### src/rtl/lsu_pkg.sv
package lsu_pkg;
  localparam int DATA_W  = 32;
  localparam int BYTES   = DATA_W / 8;
  localparam int LANE_W  = $clog2(BYTES);
  localparam int ADDR_W  = 32;
  localparam int WADDR_W = ADDR_W - LANE_W;
  localparam int OPC_W   = 6;
  localparam int DISP_W  = 16;

  localparam logic [OPC_W-1:0] OPC_LB = 6'h20;
  localparam logic [OPC_W-1:0] OPC_LH = 6'h21;
  localparam logic [OPC_W-1:0] OPC_LW = 6'h23;
  localparam logic [OPC_W-1:0] OPC_SB = 6'h28;
  localparam logic [OPC_W-1:0] OPC_SW = 6'h2B;

  typedef enum logic [2:0] {
    K_NONE, K_LB, K_LH, K_LW, K_SB, K_SW
  } acc_kind_e;
endpackage

### src/rtl/lsu_decode.sv
module lsu_decode
  import lsu_pkg::*;
(
  input  logic [OPC_W-1:0]  opcode,
  input  logic [DISP_W-1:0] disp,
  input  logic [ADDR_W-1:0] base,
  output acc_kind_e         kind,
  output logic [ADDR_W-1:0] ea,
  output logic              misal
);
  always_comb begin
    unique case (opcode)
      OPC_LB:  kind = K_LB;
      OPC_LH:  kind = K_LH;
      OPC_LW:  kind = K_LW;
      OPC_SB:  kind = K_SB;
      OPC_SW:  kind = K_SW;
      default: kind = K_NONE;
    endcase
  end

  assign ea = base + {{(ADDR_W-DISP_W){disp[DISP_W-1]}}, disp};

  always_comb begin
    unique case (kind)
      K_LH:       misal = ea[0];
      K_LW, K_SW: misal = |ea[LANE_W-1:0];
      default:    misal = 1'b0;
    endcase
  end
endmodule

### src/rtl/lsu_store_steer.sv
module lsu_store_steer
  import lsu_pkg::*;
(
  input  logic              clk,
  input  logic              rst_n,
  input  logic              active,
  input  acc_kind_e         kind,
  input  logic [LANE_W-1:0] offs,
  input  logic              be,
  input  logic [DATA_W-1:0] store_val,
  output logic [BYTES-1:0]  wstrb,
  output logic [DATA_W-1:0] wdata
);
  logic [LANE_W-1:0] lane;
  assign lane = offs ^ {LANE_W{be}};

  always_comb begin
    wstrb = '0;
    wdata = '0;
    if (active) begin
      if (kind == K_SB) begin
        wdata = {BYTES{store_val[7:0]}};
        for (int k = 0; k < BYTES; k++)
          wstrb[k] = (lane == LANE_W'(k));
      end else if (kind == K_SW) begin
        wdata = store_val;
        wstrb = '1;
      end
    end
  end

  // a byte store touches one lane only
  a_r5_single_lane: assert property (@(posedge clk) disable iff (!rst_n)
    (active && kind == K_SB) |-> ($countones(wstrb) == 1));
endmodule

### src/rtl/lsu_load_extract.sv
module lsu_load_extract
  import lsu_pkg::*;
(
  input  acc_kind_e         kind,
  input  logic [LANE_W-1:0] offs,
  input  logic              be,
  input  logic [DATA_W-1:0] rdata,
  output logic [DATA_W-1:0] value
);
  logic [LANE_W-1:0] lane;
  logic              slot;
  logic [7:0]        byte_sel;
  logic [15:0]       half_sel;

  assign lane = offs ^ {LANE_W{be}};
  assign slot = offs[LANE_W-1] ^ be;

  always_comb begin
    byte_sel = '0;
    for (int k = 0; k < BYTES; k++)
      if (lane == LANE_W'(k)) byte_sel = rdata[8*k +: 8];
  end

  assign half_sel = slot ? rdata[DATA_W-1 -: 16] : rdata[15:0];

  always_comb begin
    unique case (kind)
      K_LB:    value = {{(DATA_W-8){byte_sel[7]}}, byte_sel};
      K_LH:    value = {{(DATA_W-16){half_sel[15]}}, half_sel};
      K_LW:    value = rdata;
      default: value = '0;
    endcase
  end
endmodule

### src/rtl/ldst_unit.sv
module ldst_unit
  import lsu_pkg::*;
(
  input  logic               clk,
  input  logic               rst_n,
  input  logic               big_endian,
  input  logic               req_valid,
  input  logic [31:0]        instr,
  input  logic [31:0]        base_val,
  input  logic [31:0]        store_val,
  output logic               mem_req,
  output logic [29:0]        mem_addr,
  output logic [3:0]         mem_wstrb,
  output logic [31:0]        mem_wdata,
  input  logic [31:0]        mem_rdata,
  output logic               ld_valid,
  output logic [31:0]        ld_data,
  output logic               misalign
);
  acc_kind_e         kind;
  logic [ADDR_W-1:0] ea;
  logic              misal_d;
  logic              supported, access, is_load, is_store;
  logic              unused_fields;

  assign unused_fields = ^instr[25:16];

  lsu_decode u_decode (
    .opcode (instr[31:26]),
    .disp   (instr[15:0]),
    .base   (base_val),
    .kind   (kind),
    .ea     (ea),
    .misal  (misal_d)
  );

  assign supported = req_valid && (kind != K_NONE);
  assign access    = supported && !misal_d;
  assign is_load   = (kind == K_LB) || (kind == K_LH) || (kind == K_LW);
  assign is_store  = (kind == K_SB) || (kind == K_SW);

  assign mem_req  = access;
  assign mem_addr = ea[ADDR_W-1:LANE_W];

  lsu_store_steer u_steer (
    .clk       (clk),
    .rst_n     (rst_n),
    .active    (access && is_store),
    .kind      (kind),
    .offs      (ea[LANE_W-1:0]),
    .be        (big_endian),
    .store_val (store_val),
    .wstrb     (mem_wstrb),
    .wdata     (mem_wdata)
  );

  logic              pend_q, misal_q;
  acc_kind_e         kind_q;
  logic [LANE_W-1:0] offs_q;
  logic [DATA_W-1:0] hold_q, ext;

  always_ff @(posedge clk) begin
    if (!rst_n) begin
      pend_q  <= 1'b0;
      misal_q <= 1'b0;
      kind_q  <= K_NONE;
      offs_q  <= '0;
      hold_q  <= '0;
    end else begin
      pend_q  <= access && is_load;
      misal_q <= supported && misal_d;
      kind_q  <= kind;
      offs_q  <= ea[LANE_W-1:0];
      if (pend_q) hold_q <= ext;
    end
  end

  lsu_load_extract u_extract (
    .kind  (kind_q),
    .offs  (offs_q),
    .be    (big_endian),
    .rdata (mem_rdata),
    .value (ext)
  );

  assign ld_valid = pend_q;
  assign ld_data  = pend_q ? ext : hold_q;
  assign misalign = misal_q;

  // a trapped access yields no load result
  a_r7_flag_excludes_result: assert property (@(posedge clk) disable iff (!rst_n)
    misalign |-> !ld_valid);
  // without a new result the returned value does not move
  a_r7_data_held: assert property (@(posedge clk) disable iff (!rst_n)
    !ld_valid |-> $stable(ld_data));
  // a read on the port is answered in the next cycle
  a_r9_read_answered: assert property (@(posedge clk) disable iff (!rst_n)
    (mem_req && mem_wstrb == 4'b0000) |=> ld_valid);
  // a result only follows a read access
  a_r9_result_from_read: assert property (@(posedge clk) disable iff (!rst_n)
    ld_valid |-> $past(mem_req && mem_wstrb == 4'b0000));
  // strobes never appear without an access
  a_r6_strobe_needs_req: assert property (@(posedge clk) disable iff (!rst_n)
    (|mem_wstrb) |-> mem_req);
endmodule

### config.mk
export PLATFORM = sky130hd
export DESIGN_NAME = ldst_unit
export DESIGN_NICKNAME = d
export VERILOG_FILES = /design/src/rtl/lsu_pkg.sv /design/src/rtl/lsu_decode.sv /design/src/rtl/lsu_store_steer.sv /design/src/rtl/lsu_load_extract.sv /design/src/rtl/ldst_unit.sv
export SDC_FILE = /design/constraint.sdc
export NUM_CORES = 1
export LEC_CHECK = 0
export ABC_CLOCK_PERIOD_IN_PS = 2400
export BUFFER_PORTS_ARGS = -buffer_cell sky130_fd_sc_hd__clkbuf_2
export CAP_MARGIN = 20
export CORE_MARGIN = 5
export CORE_UTILIZATION = 27
export DETAILED_ROUTE_END_ITERATION = 8
export HOLD_SLACK_MARGIN = 0.02
export PLACE_DENSITY = 0.63
export SLEW_MARGIN = 25
export SYNTH_ARGS = -nofsm -noshare
export SYNTH_HDL_FRONTEND = slang
export SYNTH_SLANG_ARGS = --single-unit
### constraint.sdc
create_clock -name clk -period 2.4 [get_ports clk]
set_input_delay 0.12 -clock clk [delete_from_list [all_inputs] [get_ports clk]]
set_output_delay 0.12 -clock clk [all_outputs]
set_load 0.01 [all_outputs]
Yosys cells after proc, flatten, opt, wreduce, memory -nomap -nowiden. Cells that the tools add are included.

Flip-flop bits (word level): 39. Input port bits: 132. Output and inout port bits: 101. Logic and storage cells: 57.

Add/sub/neg operators: 1. Eq/ne operators: 19. Muxes and demuxes: 15. Bitwise gates (word level): 3. Reductions and logical operators: 14.

Operator list (count): $mux 32 (4); $pmux 32 s3 (1); $add 32x32->32 (1); $mux 8 (4); $eq 6x6->1 const B (5); $mux 16 (1); $pmux 3 s5 (1); $eq 3x2->1 const B (4); $mux 4 (3); $eq 2x2->1 const B (4); $eq 3x1->1 const B (2); $eq 3x3->1 const B (2); $logic_and 1x1->1 (5); $eq 2x1->1 const B (2); $logic_not 2->1 (2); $reduce_or 2->1 (2); $xor 2x2->2 (2); $logic_or 1x1->1 (3); $reduce_bool 3->1 (1); $pmux 1 s2 (1); $logic_not 1->1 (1); $xor 1x1->1 (1).

Depth between registers and ports, before layout. Gate-level depths: netlist of the first run.

Depth after elaboration: 9. Mapped depth: 10.

Cells and area by module. Synthesis of the first run repeated with hierarchy kept, for this count alone.

Cell total of the unflattened synthesis: 612. Area total of the unflattened synthesis: 4888.4 um^2.

Modules (own cells, without submodules): lsu_decode (times used 1, cells an instance 256, area each 1790.5 um^2); ldst_unit (times used 1, cells an instance 124, area each 1641.6 um^2); lsu_load_extract (times used 1, cells an instance 151, area each 1026.0 um^2); lsu_store_steer (times used 1, cells an instance 81, area each 430.4 um^2).

Worst setup path after synthesis of the first run. Ideal clock, no wire load.

Path kind: input -> output. From: input port instr[0]. To: output port mem_addr[22]. Data arrival time: 2.060 ns. Path slack: 0.220 ns. Stages on the path: 10. Cells stage by stage: ha_1 fa_1 a211oi_1 o21bai_1 a21oi_1 o21ai_1 o21ai_0 o31ai_1 xor2_1 buf_4.

Longest elaborated chain between the ends: 1.

RTL lines: from (decl) (line ldst_unit.sv:8) `input logic [31:0] instr,`; $add 32x32->32 (line lsu_decode.sv:22) `assign ea = base + {{(ADDR_W-DISP_W){disp[DISP_W-1]}}, disp};`; to (decl) (line ldst_unit.sv:12) `output logic [29:0] mem_addr,`.

No other way between the ends.

Worst setup path in the final report of the first run.
From: input port instr[1]. To: output port mem_addr[15].

Same word-level chain as after synthesis.

==> out/results.ini, run 1 <==
[timing]
fin_crit_ps=2392
worst_pin_slew_ps=673.3
max_slew_margin_pct=54.95
fin_crit_sh_pct=99.67
fmax_ghz=0.4181
setup-tns-final_ps=0
skew_ps=3.705
finalSetupViolCount=0
rsz0062_at_grt=true
hold_slack_ps=90.11
hold_viol_final=0
slew_violations=0

[routing]
vias=5359
drt_pre_antenna_iters=5
antenna_left=0
wl_per_cell_um=15.81
wl_met3_um=904
initialDrtViolationCount=341
wl_met1_um=7374
wl_met2_um=8610
drt-total-wl_um=17150
vias_per_cell=4.939
top_layer=met4
drc=0

[critical_path]
critPathCaptureType=primary output
cp.required_ps=2280
reg2reg_depth=9
path_cells=buf_8 > ha_4 > a21o_1 > nand4_1 > a2111oi_4 > or2_4 > a2111oi_4 > or3_1 > xnor2_1 > buf_2
max_stage_delay_ps=480
r2r_end=hold_q[21]$_SDFF_PN0_
cpMostUsedCell=a2111oi_4
criticalPathCategory=input pin to primary output
slowest_stage=a2111oi_4
timing.rr.start=offs_q[1]$_SDFF_PN0_
ff2ff_setup_slack_ps=300
cp-start-kind=input pin
arrival_ps=2270
critPathMaxFanout=3

[layout]
layout_common_cells=clkbuf_2 (206), nand2_1 (74), a21oi_1 (69), buf_4 (67), inv_1 (40)
regArea_um2=787.0
post-route-util_pct=40.56
layout.cells.most_common=clkbuf_2
area_growth_pct=48.07
n_antenna_cell=0
nFillCells=1723
drive_above_1_share_pct=43.93
multi_input_area_mm2=0.003556
nets=1028

[min_path]
min_path_type=input pin to flip-flop
hp-start=instr[29]
min_to=kind_q[1]$_SDFF_PN0_
worstHoldPathCells=2

[global_routing]
grt_pass1_wl_um=26210
gr-usage-all-layers_pct=16.11
globalRoute.totalOverflow=0
grt_max_degree=36
antenna_found_initial=0
grt_pass1_vias=5086

[floorplanning]
dieHeight_um=139.5
start_util_pct=27.39
die_x_um=139.5
io_pins=233
rows=47
core_mm2=0.01652
die_area_mm2=0.01946

[synthesis]
yosysWarnings=0
ys_ff_latch=39
synth_area_mm2=0.004527
synth.yosys.seq_area_share_pct=17.25
avgSynthCellArea_um2=7.301
synth_area_leaders=dfxtp_1 (17%), ha_1 (8.6%), a21oi_1 (8.3%), nand2_1 (6.1%), buf_4 (5.1%)
ys_types=61
syn_nets=784
async_flop_share_pct=0
synth_edf_count=0
synth_largest_area_cell=dfxtp_1
syn_inst=620
ys.flop_type=dfxtp_1
yosysTopAreaCellShare_pct=17.25

[placed_design]
numPortBuffers=222
dp_hpwl_um=13590
gp_congestion=0.9143

[cts]
clock_sinks=39
clk_pin_slew_ps=60
cts_tree=done
insertion_delay_ps=290
htree_levels=2
numCtsBuffers=5
clock-root-buffer=clkbuf_16
cts_buffer_depth=2

[flow_run]
drv_cap=0

[status]
status=finished clean

[power]
p_total_uw=2556
ir_drop_mv=0.3086
powerDensity_mw_per_mm2=381.3
p_leak_uw=0.003019

[cell families (layout without fill, tap and decap cells)]
family,count (synthesis),count (layout),share of synthesized area [%]
AO/OA/AOI/OAI,208,208,30.96
AND/OR/NAND/NOR,197,197,21.39
buffers and inverters,100,345,11.66
flip-flops,39,39,17.25
adder cells (fa/ha/maj),32,32,9.010
XOR/XNOR,32,32,6.357
multiplexers,12,12,3.372
[how the worst max path moves through the flow]
stage	to	cells past startpoint	slack, ps	from
2_1_floorplan	mem_addr[22]	10	220	instr[0]
3_3_place_gp	mem_addr[22]	12	-100	instr[0]
3_5_place_dp	mem_addr[22]	12	-150	instr[0]
4_1_cts	mem_addr[27]	10	-40	instr[15]
5_1_grt	mem_addr[15]	10	-70	instr[1]
6_report	mem_addr[15]	10	8	instr[1]
[critical path, delay by kind of cell]
| kind | cells | cell delay, ps |
|---|---|---|
| XOR/XNOR | 1 | 180 |
| AO/OA/AOI/OAI | 3 | 680 |
| buffers and inverters | 2 | 250 |
| adder cells (fa/ha/maj) | 1 | 250 |
| AND/OR/NAND/NOR | 3 | 790 |
[repair_timing]
action,CTS,global route
gates resized for setup,23,76
cloned,1,0
setup endpoints to repair,40,42
setup buffers,0,14
pin swaps,3,33
hold buffers,0,0
[power breakdown]
part | internal (uW) | leakage, uW | total, uW | switching (uW)
registers | 652 | 0.000316 | 661 | 9.43
logic | 589 | 0.00263 | 1210 | 623
clock network | 416 | 0.0000741 | 682 | 267
[cells in the mapped netlist (all sizes together), types with 2 or more instances]
| library cell | instances |
|---|---|
| ha | 31 |
| dfxtp | 39 |
| nand2b | 9 |
| and3 | 12 |
| or3b | 3 |
| mux2i | 10 |
| nand3 | 8 |
| o21ai | 22 |
| a221oi | 7 |
| buf | 40 |
| inv | 40 |
| nor2 | 32 |
| mux4 | 2 |
| and2 | 34 |
| xnor2 | 20 |
| a31oi | 7 |
| a21oi | 85 |
| o31ai | 5 |
| o211ai | 3 |
| nand4 | 3 |
| a22o | 2 |
| a211oi | 4 |
| o21bai | 3 |
| o22ai | 32 |
| a2111oi | 2 |
| nor3 | 7 |
| a21o | 15 |
| xor2 | 12 |
| clkbuf | 20 |
| nand3b | 4 |
| o21a | 9 |
| or3 | 5 |
| nand2 | 74 |
[routing by layer]
| metal | up-vias | track usage (%) |
|---|---|---|
| met5 | - | 0 |
| met4 | 0 | 3.759 |
| met3 | 22 | 2.470 |
| met2 | 171 | 28.78 |
| met1 | 2498 | 20.35 |
| li1 | 2668 | - |
[registers in the layout (all words and copies together) (netlist names)]
name,cells
kind_q,3
ld_valid,1
hold_q,32
offs_q,2
misalign,1
[metrics by stage]
| stage | cells | setup slack, ps | cell area (um2) |
|---|---|---|---|
| floorplan | 620 | 220.1 | 4527 |
| global placement | 1062 | -98.04 | 5986 |
| detailed placement | 1062 | -145.7 | 5986 |
| CTS | 1071 | -36.24 | 6241 |
| global route | 1085 | -72.13 | 6703 |
| finish | 1085 | 7.965 | 6703 |
[layout make-up]
| class | instances | area share, % |
|---|---|---|
| clock buffer | 7 | 2.128 |
| clock inverter | 1 | 0.1307 |
| inverter | 40 | 2.240 |
| multi-input combinational | 481 | 53.05 |
| sequential | 39 | 11.74 |
| tap | 220 | 4.107 |
| timing repair buffer | 297 | 26.60 |
Note: power is estimated with default switching activity, not from simulation.
==> run 2, diff against run 1 <==
--- a/config.mk
+++ b/config.mk
@@ -5,6 +5,7 @@
 export SDC_FILE = /design/constraint.sdc
 export NUM_CORES = 1
 export LEC_CHECK = 0
+export ABC_AREA = 1
 export ABC_CLOCK_PERIOD_IN_PS = 2400
 export BUFFER_PORTS_ARGS = -buffer_cell sky130_fd_sc_hd__clkbuf_2
 export CAP_MARGIN = 20
@@ -12,8 +13,8 @@
 export CORE_UTILIZATION = 27
 export DETAILED_ROUTE_END_ITERATION = 8
 export HOLD_SLACK_MARGIN = 0.02
-export PLACE_DENSITY = 0.63
-export SLEW_MARGIN = 25
+export PLACE_DENSITY = 0.61
+export SLEW_MARGIN = 20
 export SYNTH_ARGS = -nofsm -noshare
 export SYNTH_HDL_FRONTEND = slang
 export SYNTH_SLANG_ARGS = --single-unit
==> run 2 against run 1 <==
- die area up 25%
- first-iteration DRC count is 0.88% higher
- register-to-register slack improved by 380 ps
- sequential cell count is the same
- sequential share of layout area is 0.63 points lower
- highest routed layer unchanged
- critical path depth unchanged
- global-route usage down 1.2 points
- via count is 26% higher
==> out/results.ini, run 2 <==
[status]
status=finished clean

[placed_design]
dp_cells=1472  ; +39%
dp_hpwl_um=15960  ; +17%
numPortBuffers=222  ; unchanged
gp_congestion=0.8578  ; -6.2%
place_ws_ps=200.7  ; +346.3 ps

[cts]
cts_tree=done
numCtsBuffers=5  ; unchanged
clock_sinks=39  ; unchanged
clock-root-buffer=clkbuf_16
holdBufCountCts=0  ; unchanged
postCtsSetupBuffers=0  ; unchanged
insertion_delay_ps=280  ; about the same
clk_pin_slew_ps=50  ; about the same
htree_levels=2  ; unchanged
cts_buffer_depth=2  ; unchanged
ctsResizeCount=0  ; -100%

[synthesis]
synth_largest_area_cell=nand2_1
yosysTopAreaCellShare_pct=25.94  ; +8.7 points
ys.flop_type=dfxtp_1
synth.yosys.seq_area_share_pct=13.59  ; -3.7 points
syn_inst=1025  ; +65%
synth_edf_count=0  ; unchanged
ys_types=40  ; -34%
ys_ff_latch=39  ; unchanged
avgSynthCellArea_um2=5.605  ; -23%
synth_area_leaders=nand2_1 (26%), dfxtp_1 (14%), inv_1 (9.9%), nand3_1 (9.6%), ha_1 (6.8%)
synth.most_common_cell=nand2_1
yosysWarnings=0  ; unchanged
syn_nets=1189  ; +52%
synthTopCellsByCount=nand2_1 (397), inv_1 (152), nand3_1 (110)
synth_area_mm2=0.005746  ; +27%
async_flop_share_pct=0  ; unchanged

[critical_path]
ff2ff_setup_slack_ps=680  ; +380 ps
critPathTopFamily=adder cells
arrival_ps=2090  ; -180 ps
slowest_stage=fa_1
cpMostUsedCell=clkbuf_2
cp-startpoint=instr[0]
path_cells=clkbuf_2 > ha_1 > fa_1 > o21ai_1 > o21ai_2 > nor2_8 > nand2_8 > buf_12 > nor2_4 > clkbuf_2
critPathMaxFanout=23  ; +20
cp.required_ps=2280  ; about the same
reg2reg_depth=7  ; -2
crit_buf_inv=3  ; +1
timing.rr.start=offs_q[1]$_SDFF_PN0_
max_stage_delay_ps=550  ; +70 ps
critPathCaptureType=primary output
criticalPathCategory=input pin to primary output
r2r_end=hold_q[1]$_SDFF_PN0_
cp-start-kind=input pin

[min_path]
worstHoldPathCells=3  ; +1
min_path_type=input pin to flip-flop
hp-start=req_valid
min_to=misalign$_SDFF_PN0_

[layout]
drive_above_1_share_pct=23.65  ; -20 points
final_cell_count_no_fill=1480  ; +36%
layout_common_cells=nand2_1 (397), clkbuf_2 (222), inv_1 (152), nand3_1 (110), a21oi_1 (65)
n_antenna_cell=0  ; unchanged
largest_reg_flops=32  ; unchanged
nFillCells=2397  ; +39%
regArea_um2=780.7  ; -0.79%
layout.cells.most_common=nand2_1
nets=1368  ; +33%
area_growth_pct=22.30
multi_input_area_mm2=0.003988  ; +12%
regMostFlops=hold_q
reg_top3=hold_q: 32 flops, kind_q: 3 flops, offs_q: 2 flops

[routing]
antenna_left=0  ; unchanged
vias_per_cell=4.556  ; -7.8%
wl_per_cell_um=12.67  ; -20%
initialDrtViolationCount=344  ; +0.88%
drt-total-wl_um=18750  ; +9.3%
drc=0  ; unchanged
vias=6743  ; +26%
drt_pre_antenna_iters=7  ; +2

[timing]
finalSetupViolCount=0  ; unchanged
hold_viol_final=0  ; unchanged
fin_crit_ps=2206  ; -185.8 ps
slew_violations=0  ; unchanged
fin_ws_ps=193.8  ; +185.8 ps
fmax_ghz=0.4533  ; +8.4%
fin_crit_sh_pct=91.93  ; -7.7 points
skew_ps=3.474  ; -0.2312 ps
rsz0062_at_grt=false
max_slew_margin_pct=34.97  ; -20 points
setup-tns-final_ps=0  ; unchanged
worst_pin_slew_ps=969.4  ; +296.1 ps
hold_slack_ps=132.2  ; +42.12 ps

[floorplanning]
core_mm2=0.02096  ; +27%
die_x_um=155.9  ; +12%
dieHeight_um=155.9  ; +12%
io_pins=233  ; unchanged
die_area_mm2=0.02430  ; +25%
start_util_pct=27.42  ; about the same
rows=53  ; +13%

[power]
powerDensity_mw_per_mm2=335.3  ; -12%
ir_drop_mv=0.1956  ; -37%
p_total_uw=2356  ; -7.8%
p_leak_uw=0.004206  ; +39%

[global_routing]
grt_pass1_vias=6160  ; +21%
grt_pass1_wl_um=30280  ; +16%
grt_max_degree=35  ; -2.8%
globalRoute.totalOverflow=0  ; unchanged
antenna_found_initial=0  ; unchanged
gr-usage-all-layers_pct=14.86  ; -1.2 points

[flow_run]
drv_cap=0  ; unchanged

run 2: cell count changes after synthesis, moves of 11 or more:
| cell | before | now |
|---|---|---|
| nor2_1 | 31 | 50 |
| and3_1 | 12 | 0 |
| inv_1 | 40 | 152 |
| nand3_1 | 8 | 110 |
| nor2_4 | 0 | 31 |
| xnor2_1 | 19 | 3 |
| a21o_1 | 15 | 1 |
| clkbuf_1 | 20 | 9 |
| nand2_1 | 74 | 397 |
| o22ai_1 | 22 | 0 |
| and2_1 | 34 | 1 |
run 2: report_power, final:
group / switching (uW) / leakage (uW) / internal, uW
combinational: 635 / 0.00381 / 368
sequential: 2.84 / 0.000315 / 651
clock: 257 / 0.0000772 / 442
total: 894 / 0.00421 / 1460
run 2: kinds of logic after synthesis:
| family | after synthesis | synth area share, % |
|---|---|---|
| AOI/OAI and AO/OA | 97 | 9.234 |
| xor gates and xnor gates | 18 | 2.744 |
| adders and majority gates | 32 | 7.099 |
| buffers and inverters | 212 | 17.01 |
| DFF | 39 | 13.59 |
| and+or+nand+nor | 627 | 50.33 |
run 2: per-layer routing:
metal	wire length, um	track usage, %	vias to the layer above	part of all wire (%)
met2	9028	26.28	181	48
li1	-	-	3540	-
met4	140	2.209	0	0.75
met1	8451	19.51	3011	45
met5	0	0	-	0
met3	1124	2.247	11	6.0
run 2: through the flow:
| stage | area [um2] | util (%) |
|---|---|---|
| floorplan | 5746 | - |
| global placement | 6870 | 32.79 |
| detailed placement | 6870 | 32.79 |
| CTS | 7027 | 33.53 |
| global route | 7027 | 33.53 |
| finish | 7027 | 33.53 |
run 2: how the worst max path moves through the flow:
stage                     to  slack (ps)  depth (start not counted)
5_1_grt           ld_data[7]          80                         10
3_5_place_dp   mem_wdata[23]         200                         10
3_3_place_gp   mem_wdata[23]         240                         10
2_1_floorplan  mem_wdata[10]         690                          8
6_report       mem_wdata[23]         190                         10
4_1_cts        mem_wdata[23]         200                         10
run 2: cell type report:
type | count | area share, %
multi-input combinational | 774 | 56.75
sequential | 39 | 11.11
timing repair buffer | 229 | 16.74
tap | 275 | 4.897
clock buffer | 8 | 2.226
inverter | 155 | 8.280
run 2: worst min-delay path: cells and delay by family:
| family | cells | cell delay [ps] |
|---|---|---|
| buffers and inverters | 1 | 100 |
| AND/OR/NAND/NOR | 2 | 150 |
==> run 3, diff against run 2 <==
--- a/config.mk
+++ b/config.mk
@@ -5,7 +5,6 @@
 export SDC_FILE = /design/constraint.sdc
 export NUM_CORES = 1
 export LEC_CHECK = 0
-export ABC_AREA = 1
 export ABC_CLOCK_PERIOD_IN_PS = 2400
 export BUFFER_PORTS_ARGS = -buffer_cell sky130_fd_sc_hd__clkbuf_2
 export CAP_MARGIN = 20
@@ -13,7 +12,8 @@
 export CORE_UTILIZATION = 27
 export DETAILED_ROUTE_END_ITERATION = 8
 export HOLD_SLACK_MARGIN = 0.02
-export PLACE_DENSITY = 0.61
+export PLACE_DENSITY = 0.63
+export SKIP_LAST_GASP = 1
 export SLEW_MARGIN = 20
 export SYNTH_ARGS = -nofsm -noshare
 export SYNTH_HDL_FRONTEND = slang
==> run 3 against run 2 <==
- the run now ends with setup timing left
- core utilization grew 6.8 points
- wire length down 8.1%
- final cell count shrank 27%
- register-to-register slack worse by 380 ps
- sequential power up 1%
- critical endpoint is now mem_addr[15]
==> out/results.ini, run 3 (synthesis results as in run 1) <==
[placed_design]
dp_hpwl_um=13590  ; -15%
numPortBuffers=222  ; unchanged
gp_congestion=0.9143  ; +6.6%
place_area_mm2=0.005986  ; -13%
place_ws_ps=-145.7  ; -346.3 ps

[timing]
max_slew_margin_pct=55.86  ; +21 points
rsz0062_at_grt=true
worst_pin_slew_ps=655.2  ; -314.2 ps
fin_crit_sh_pct=100.1  ; +8.2 points
slew_violations=0  ; unchanged
fmax_ghz=0.4163  ; -8.2%
fin_crit_ps=2402  ; +196.1 ps
skew_ps=4.159  ; +0.6857 ps
hold_viol_final=0  ; unchanged
setup-tns-final_ps=-2.313  ; -2.313 ps
finalSetupViolCount=1  ; +1
fin_ws_ps=-2.313  ; -196.1 ps

[routing]
antenna_left=0  ; unchanged
vias=5345  ; -21%
vias_per_cell=4.935  ; +8.3%
drc=0  ; unchanged
wl_per_cell_um=15.91  ; +26%
drt-total-wl_um=17230  ; -8.1%
drt_pre_antenna_iters=5  ; -2
initialDrtViolationCount=340  ; -1.2%

[layout]
area_growth_pct=47.21
layout.cells.most_common=clkbuf_2
final_cell_area_mm2=0.006664  ; -5.2%
nets=1026  ; -25%
layout_common_cells=clkbuf_2 (206), nand2_1 (74), a21oi_1 (69), buf_4 (65), inv_1 (40)
regMostFlops=hold_q
reg_top3=hold_q: 32 flops, kind_q: 3 flops, offs_q: 2 flops
drive_above_1_share_pct=43.68  ; +20 points
n_antenna_cell=0  ; unchanged
largest_reg_flops=32  ; unchanged

[critical_path]
arrival_ps=2280  ; +190 ps
cp-startpoint=instr[1]
criticalPathCategory=input pin to primary output
timing.rr.start=offs_q[1]$_SDFF_PN0_
critPathMaxFanout=3  ; -87%
ff2ff_setup_slack_ps=300  ; -380 ps
cp.required_ps=2280  ; about the same
critPathCaptureType=primary output
cp-start-kind=input pin

[floorplanning]
dieHeight_um=139.5  ; -11%
die_x_um=139.5  ; -11%
start_util_pct=27.39  ; about the same
die_area_mm2=0.01946  ; -20%
rows=47  ; -11%
core_mm2=0.01652  ; -21%
io_pins=233  ; unchanged

[status]
status=complete, but fails checks
violations=setup timing

[global_routing]
grt_max_degree=36  ; +2.9%
gr-usage-all-layers_pct=16.10  ; +1.2 points
antenna_found_initial=0  ; unchanged
globalRoute.totalOverflow=0  ; unchanged
grt_pass1_vias=5085  ; -17%
grt_pass1_wl_um=26210  ; -13%

[cts]
htree_levels=2  ; unchanged
cts_tree=done
insertion_delay_ps=290  ; about the same
cts_buffer_depth=2  ; unchanged
clock-root-buffer=clkbuf_16
numCtsBuffers=5  ; unchanged
clock_sinks=39  ; unchanged
clk_pin_slew_ps=60  ; about the same

[power]
p_leak_uw=0.003005  ; -29%
ir_drop_mv=0.3078  ; +57%
powerDensity_mw_per_mm2=381.5  ; +14%

[min_path]
hp-start=instr[29]
min_path_type=input pin to flip-flop

[flow_run]
drv_cap=0  ; unchanged

-- run 3: cell types whose count changed in the layout (fill, tap and decap cells not counted), moves of 31 or more --
| cell | previous run | this run |
|---|---|---|
| buf_4 | 6 | 65 |
| inv_1 | 152 | 40 |
| and2_1 | 1 | 34 |
| nand3_1 | 110 | 8 |
| nor2_4 | 31 | 0 |
| nand2_1 | 397 | 74 |
-- run 3: critical path, stage by stage --
cell,delay [ps]
buf_8,100
ha_4,250
a21o_1,130
nand4_1,180
a2111oi_4,480
or2_4,210
a2111oi_4,70
or3_1,410
xnor2_1,180
buf_2,150
-- run 3: timing repair --
item | CTS | global route
hold buffers | 0 | 0
cloned | 1 | 1
setup buffers | 0 | 11
setup endpoints to repair | 40 | 42
resized for setup | 22 | 73
pin swaps | 3 | 31
-- run 3: final cells by class --
class / instances / area, um2
Multi-Input combinational cell: 482 / 3557
Tap cell: 220 / 275.3
Fill cell: 1730 / 9861
Clock inverter: 1 / 8.758
Inverter: 40 / 150.1
Sequential cell: 39 / 785.8
Timing Repair Buffer: 294 / 1744
Clock buffer: 7 / 142.6
-- run 3: metrics by stage --
step | hold slack [ps] | total power, uW | instances | util, %
2_1_floorplan | 199.3 | 1411 | 620 | -
3_3_place_gp | 389.5 | 1717 | 1062 | 36.22
3_5_place_dp | 385.5 | 1721 | 1062 | 36.22
4_1_cts | 78.18 | 2442 | 1071 | 37.79
5_1_grt | 104.4 | 2690 | 1083 | 40.33
6_report | 88.20 | 2543 | 1083 | 40.33
-- run 3: metal layers --
metal / share of wire [%] / GRT usage (%) / wire length, um / up-vias
li1: - / - / - / 2670
met4: 1.5 / 3.759 / 252 / 0
met3: 5.4 / 2.470 / 929 / 20
met2: 50 / 28.78 / 8606 / 168
met5: 0 / 0 / 0 / -
met1: 43 / 20.33 / 7440 / 2487
-- run 3: path summary, 6_finish.rpt --
path,endpoint,cells past startpoint
worst max register to register,hold_q[21]$_SDFF_PN0_,8
worst max-delay path,mem_addr[15],10
worst min register to register,hold_q[0]$_SDFF_PN0_,3
worst min-delay path,kind_q[1]$_SDFF_PN0_,2
-- run 3: where the power goes --
group          switching, uW  leakage [uW]  total (uW)  internal, uW
Sequential              10.5      0.000316         662           652
Combinational            620       0.00262        1200           576
Clock                    269     0.0000741         684           416
Total                    900       0.00301        2540          1640
